File: config.mk
export PLATFORM = sky130hd
export DESIGN_NAME = burstSram
export DESIGN_NICKNAME = d
export VERILOG_FILES = /design/src/rtl/burstSramPkg.sv /design/src/rtl/burstSramCtl.sv /design/src/rtl/burstSramDp.sv /design/src/rtl/burstSram.sv
export SDC_FILE = /design/constraint.sdc
export NUM_CORES = 2
export LEC_CHECK = 0
export ABC_AREA = 1
export BUFFER_PORTS_ARGS = -buffer_cell sky130_fd_sc_hd__buf_2
export CAP_MARGIN = 10
export CORE_ASPECT_RATIO = 2
export CORE_MARGIN = 1.5
export CORE_UTILIZATION = 23
export DETAILED_ROUTE_END_ITERATION = 6
export SETUP_SLACK_MARGIN = 0.3
export SYNTH_ARGS = -nofsm -noshare
export SYNTH_HDL_FRONTEND = slang
export SYNTH_HIERARCHICAL = 1
export SYNTH_SLANG_ARGS = --single-unit
File: constraint.sdc
create_clock -name clk -period 3.8 [get_ports clk]
set_clock_uncertainty 0.1 [all_clocks]
set_input_delay 0.38 -clock clk [delete_from_list [all_inputs] [get_ports clk]]
set_output_delay 0.38 -clock clk [all_outputs]
set_load 0.005 [all_outputs]
File: src/rtl/burstSramPkg.sv
package burstSramPkg;
  // Strobes from the control section to the datapath for one edge.
  typedef struct packed {
    logic load;   // capture a read address into the beat counter
    logic write;  // store the write word
    logic issue;  // fetch the word at the counter and step it
  } ctlStrobe_t;
endpackage

File: src/rtl/burstSramCtl.sv
module burstSramCtl
  import burstSramPkg::*;
#(
  parameter int BEATS = 4
) (
  input  logic       clk,
  input  logic       rstN,
  input  logic       start,
  input  logic       writeEn,
  input  logic       burstMode,
  input  logic       advance,
  output ctlStrobe_t strobe
);
  localparam int CW = $clog2(BEATS + 1);

  logic          active;
  logic [CW-1:0] beatsLeft;

  always_comb begin
    strobe.load  = start & ~writeEn;
    strobe.write = start & writeEn;
    // A start edge always wins over a pending fetch.
    strobe.issue = active & advance & ~start;
  end

  always_ff @(posedge clk) begin
    if (!rstN) begin
      active    <= 1'b0;
      beatsLeft <= '0;
    end else if (start) begin
      active    <= ~writeEn;
      beatsLeft <= burstMode ? CW'(BEATS) : CW'(1);
    end else if (strobe.issue) begin
      beatsLeft <= beatsLeft - 1'b1;
      active    <= (beatsLeft != CW'(1));
    end
  end
endmodule

File: src/rtl/burstSramDp.sv
module burstSramDp
  import burstSramPkg::*;
#(
  parameter int AW    = 8,
  parameter int DW    = 16,
  parameter int BEATS = 4
) (
  input  logic          clk,
  input  logic          rstN,
  input  ctlStrobe_t    strobe,
  input  logic [AW-1:0] addr,
  input  logic [DW-1:0] dataIn,
  output logic [DW-1:0] dataOut,
  output logic          dataValid
);
  localparam int DEPTH = 1 << AW;
  localparam int WB    = $clog2(BEATS);

  logic [DW-1:0] mem [DEPTH];
  logic [AW-1:0] beatAddr;
  logic [DW-1:0] fetchQ;
  logic          fetchValid;

  always_ff @(posedge clk) begin
    if (strobe.write) mem[addr] <= dataIn;
  end

  always_ff @(posedge clk) begin
    if (!rstN) begin
      beatAddr <= '0;
    end else if (strobe.load) begin
      beatAddr <= addr;
    end else if (strobe.issue) begin
      beatAddr <= {beatAddr[AW-1:WB], beatAddr[WB-1:0] + WB'(1)};
    end
  end

  // Stage one: array read. Stage two: output register.
  always_ff @(posedge clk) begin
    if (!rstN) begin
      fetchQ     <= '0;
      fetchValid <= 1'b0;
      dataOut    <= '0;
      dataValid  <= 1'b0;
    end else begin
      fetchValid <= strobe.issue;
      if (strobe.issue) fetchQ <= mem[beatAddr];
      dataValid <= fetchValid;
      if (fetchValid) dataOut <= fetchQ;
    end
  end
endmodule

File: src/rtl/burstSram.sv
module burstSram
  import burstSramPkg::*;
#(
  parameter int AW    = 8,
  parameter int DW    = 16,
  parameter int BEATS = 4
) (
  input  logic          clk,
  input  logic          rstN,
  input  logic          start,
  input  logic          writeEn,
  input  logic          burstMode,
  input  logic          advance,
  input  logic [AW-1:0] addr,
  input  logic [DW-1:0] dataIn,
  output logic [DW-1:0] dataOut,
  output logic          dataValid
);
  ctlStrobe_t strobe;

  burstSramCtl #(.BEATS(BEATS)) u_ctl (
    .clk(clk), .rstN(rstN), .start(start), .writeEn(writeEn),
    .burstMode(burstMode), .advance(advance), .strobe(strobe)
  );

  burstSramDp #(.AW(AW), .DW(DW), .BEATS(BEATS)) u_dp (
    .clk(clk), .rstN(rstN), .strobe(strobe), .addr(addr),
    .dataIn(dataIn), .dataOut(dataOut), .dataValid(dataValid)
  );
endmodule

; ---- Word level (Yosys, flattened, before mapping)
; Memories as Yosys holds them, arrays and structs flattened. A register that Yosys moved wholly into a read port is not among the register bits.
; Cells that the tools add are included.
[classes]
n_addsub = 2
eq_ne = 1
mux = 9
bitwise_logic = 6
reduce_logical = 3
[op_table]
columns = cell, n
row1 = $mux W3, 3
row2 = $mux W8, 1
row3 = $and A1 B1 Y1, 4
row4 = $mux W1, 4
row5 = $reduce_bool A2 Y1, 2
row6 = $ne A3 B1 Y1 const B, 1
row7 = $sub A3 B1 Y3 const B, 1
row8 = $add A2 B1 Y2 const B, 1
row9 = $mux W2, 1
row10 = $not A1 Y1, 2
row11 = $logic_not A1 Y1, 1
[totals]
reg_bits = 30
ram_bits = 4096
input_bits = 30
out_inout_bits = 17
word_cells = 29
memories = 1
[mem_list]
columns = name, words, width, read_ports, rd_ports_with_merged_regs, wr, line
row1 = u_dp.mem, 256, 16, 1, 1, 1, burstSramDp.sv:19  ; logic [DW-1:0] mem [DEPTH];

; ---- Longest topological paths before layout
[logic_depth]
depth_word = 4
ltp_mapped = 17
depth_no_buf = 13

; ---- Modules after synthesis
; The synthesis kept the hierarchy.
[modules_own_cells]
columns = module, n_inst, cells_each, area_per_inst_um2, seq_area_each_um2
row1 = burstSramDp, 1, 13784, 166443.4, 123838.8
row2 = burstSramCtl, 1, 42, 271.5, 80.1

; ---- Least setup slack after synthesis
; No wires, ideal clock.
[synth_timing]
path_kind = in2reg
start = in writeEn
end = mem u_dp.mem[181][0], enable pin
setup_ns = 0.409
t_arrival_ns = 2.006
required_ns = 3.291
slack_ns = 1.285
stages = 5
path_cell_list = nand2_1 > inv_1 > clkbuf_1 > inv_1 > nor3_1
[synth_rtl]
columns = element, line
row1 = "start, declared", burstSram.sv:11  ; input logic writeEn,
row2 = "end, declared", burstSramDp.sv:19

==> out/results.tsv <==
metric	value	unit
routed len/inst	22.9	µm
area of the die	0.730	mm²
Num CTS Buffers	314	
Post-synth EDFFs	4096	
Pleak	65.6	nW
Synth Area in Simple Gates	22.4	%
fin crit period	3500	ps
Sink Count	4142	
cells after synthesis	13800	
largest net degree at the start of global routing	154	
worst r2r src	u_dp/beatAddr[0]	
Slew @ Worst Pin	1160	ps
Die Span X	605	µm
DRC violations left	0	
post-synthesis compound-gate area fraction	0.161	%
row cnt	442	
max cap viols	0	
initial drt markers	10700	
footprint of the multi-input gates	0.0379	mm²
Setup TNS	0	ps
fin crit share	92.2	%
hold slack	334	ps
layout cells sized above 1	9.86	%
Synth Area in XOR/XNOR	0	%
DPL Wire Length	350000	µm
Final Net Count	14100	
# port buffers	46	
IO Pins	47	
Syn Area/Cell	12.1	µm²
Area Overhead vs Synth	16.3	%
CP Class	flip-flop to flip-flop	
vias in the first global route	108000	
Synthesized Nets	13900	
final hold vios	0	
Cells on Worst Hold Path	2	
final max-slew violation count	0	
Initial Util	23.1	%
FF+latch count, synth	4142	
main combinational cell family by area after synthesis	simple AND/OR/NAND/NOR gates	
Seq/Total Area, Yosys	74.3	%
CTS tree	done	
Routed Antenna Nets	0	
Via Count	110000	
CP max FO	91	
Rel. slew slack	22.6	%
flop2flop setup slack	300	ps
TritonRoute pass-1 iters	7	
total gr overflow	0	
Worst R2R Path Depth	15	
area leader, netlist	edfxtp_1	
Pwr Density	484	mW/mm²
unrepaired setup endpoints after global routing	true	
initial antenna violation count	23	
Max VDD drop	0.000354	V
total wire length	547000	µm
Netlist cell types	25	
status	finished, final reports clean	
worst hold start	dataIn[11]	
CTS Buffer Depth	4	
worst path arrival time	4270	ps
clock latency on the worst-skew pair	960	ps
register area	0.124	mm²
Setup crit start kind	flip-flop	
H-Tree Depth	5	
synth warn	6	
GPL Wtd Cong	0.954	
first-pass GRT wire length	774000	µm
CTS clock-pin slew for the worst setup and hold paths	70	ps
Max Fclk	286	MHz
top-count cell post-synth	nand2_1	
top cells by area, synth	edfxtp_1, nand3_1, nand2_1	
ys async rst share	0	%
Final Setup Violations	0	
Synth Area in Adders	0.0150	%
worst endpoint required time	4570	ps
most used flip-flop cell after synthesis	edfxtp_1	
top cells by count, synth	nand2_1, edfxtp_1, nand3_1	
mux cell area share after synthesis	0	%
reg-to-reg endpoint	u_dp/fetchQ[12]	
Fillers	73700	
Yosys top cell area share	73.8	%
Vias per Instance	4.63	
worst hold endpoint	u_dp/mem[221][11]	
core footprint	0.723	mm²
Worst Setup Slack, final	298	ps
Worst Setup End Kind	flip-flop	
overall die height	1210	µm
Post-Place Setup Slack	36.6	ps
Post-Syn Area	0.167	mm²
Total Routing Usage GR	14.4	%
Final Total Pwr	93.9	mW
Root Buffer	clkbuf_16	
worst min path class	input port to flip-flop	
## metal layers
| metal | vias to the layer above | track usage, % | share of wire [%] | wire length, µm |
|---|---|---|---|---|
| met5 | - | 0 | 0.018 | 97 |
| met4 | 18 | 13.7 | 11 | 59700 |
| met3 | 1394 | 1.74 | 5.9 | 32300 |
| li1 | 49600 | - | - | - |
| met1 | 54800 | 14.1 | 32 | 174000 |
| met2 | 4630 | 26.3 | 51 | 281000 |
## power breakdown
part / total, mW / leakage [nW] / internal, mW / switching (mW)
clock network: 35.7 / 5.22 / 19.0 / 16.7
registers: 50.2 / 37.2 / 50.2 / 0.0411
logic: 8.04 / 23.2 / 2.06 / 5.98
total: 93.9 / 65.6 / 71.2 / 22.7
## critical path, stage by stage, from the launching register on
cell and delay (ps):
dfxtp_4 430, buf_16 280, buf_12 200, buf_12 310, nand2_1 100, nand3_1 100
nand3_1 110, nand3_1 210, nand3_1 240, nand3_1 360, nand3_2 330, nand2_1 170
nand2_1 120, nand3_1 100, nand2_1 60, inv_1 50
## flip-flops by register name, indices dropped and copies added (netlist names)
register and flops:
u_dp/fetchQ 16, u_dp/mem 4096, u_dp/fetchValid 1, u_dp/beatAddr 8
u_dp/dataValid 1, u_dp/dataOut 16, u_ctl/beatsLeft 3, u_ctl/active 1
## cells by family (layout without fill, tap and decap cells)
family	after synthesis	in the layout
buffers and inverters	1025	1536
other	0	8
AO/OA/AOI/OAI	50	50
flip-flops	4142	4142
AND/OR/NAND/NOR	8607	8607
adder cells (fa/ha/maj)	2	2
## area by class of cell
cell class	count	share of cell area [%]
well taps	9546	6.16
multi-input cells	8659	19.6
inverters	79	0.185
diodes	8	0.0103
repair buffers	884	4.60
clock buffers	358	4.21
flip-flops and latches	4142	63.9
clock inverters	214	1.37
repair inverters	1	0.00452
## layout by cell type, fill, tap and decap left out, drive strengths merged
cell type,n
nand2,4228
edfxtp,4096
nand3,4052
buf,841
clkbuf,360
nor2,324
clkinv,131
inv,92
bufinv,47
dfxtp,46
dlygate4sd3,41
clkinvlp,24
o21ai,24
a21oi,23
diode,8
ha,2
nor3,2
or2,1
a31oi,1
o41ai,1
a221oi,1
## through the flow
stage | cells | utilization (%) | area [µm²]
3_3_place_gp | 23300 | 25.2 | 182000
3_5_place_dp | 23300 | 25.2 | 182000
5_1_grt | 23900 | 26.8 | 194000
4_1_cts | 23900 | 26.8 | 194000
6_report | 23900 | 26.8 | 194000
2_1_floorplan | 13800 | - | 167000
## repair_timing
| action | in CTS | in global routing |
|---|---|---|
| hold buffers | 41 | 0 |
| gates resized for setup | 11 | 16 |
| gates cloned | 1 | 2 |
| endpoints found under the hold margin | 745 | 0 |
| endpoints found under the setup margin | 7 | 11 |
| setup buffers | 5 | 2 |
## how the worst max path moves through the flow
stage                                 from          endpoint  slack (ps)  depth (start not counted)
after floorplan                    writeEn  u_dp/mem[181][0]        1280                          5
after global placement    u_dp/beatAddr[2]   u_dp/fetchQ[13]           4                         14
after detailed placement  u_dp/beatAddr[0]    u_dp/fetchQ[9]          40                         17
after CTS                 u_dp/beatAddr[0]    u_dp/fetchQ[9]         240                         17
after global routing      u_dp/beatAddr[0]    u_dp/fetchQ[1]         260                         16
final                     u_dp/beatAddr[0]   u_dp/fetchQ[12]         300                         15
No activity file was read; power rests on OpenSTA's default activity.
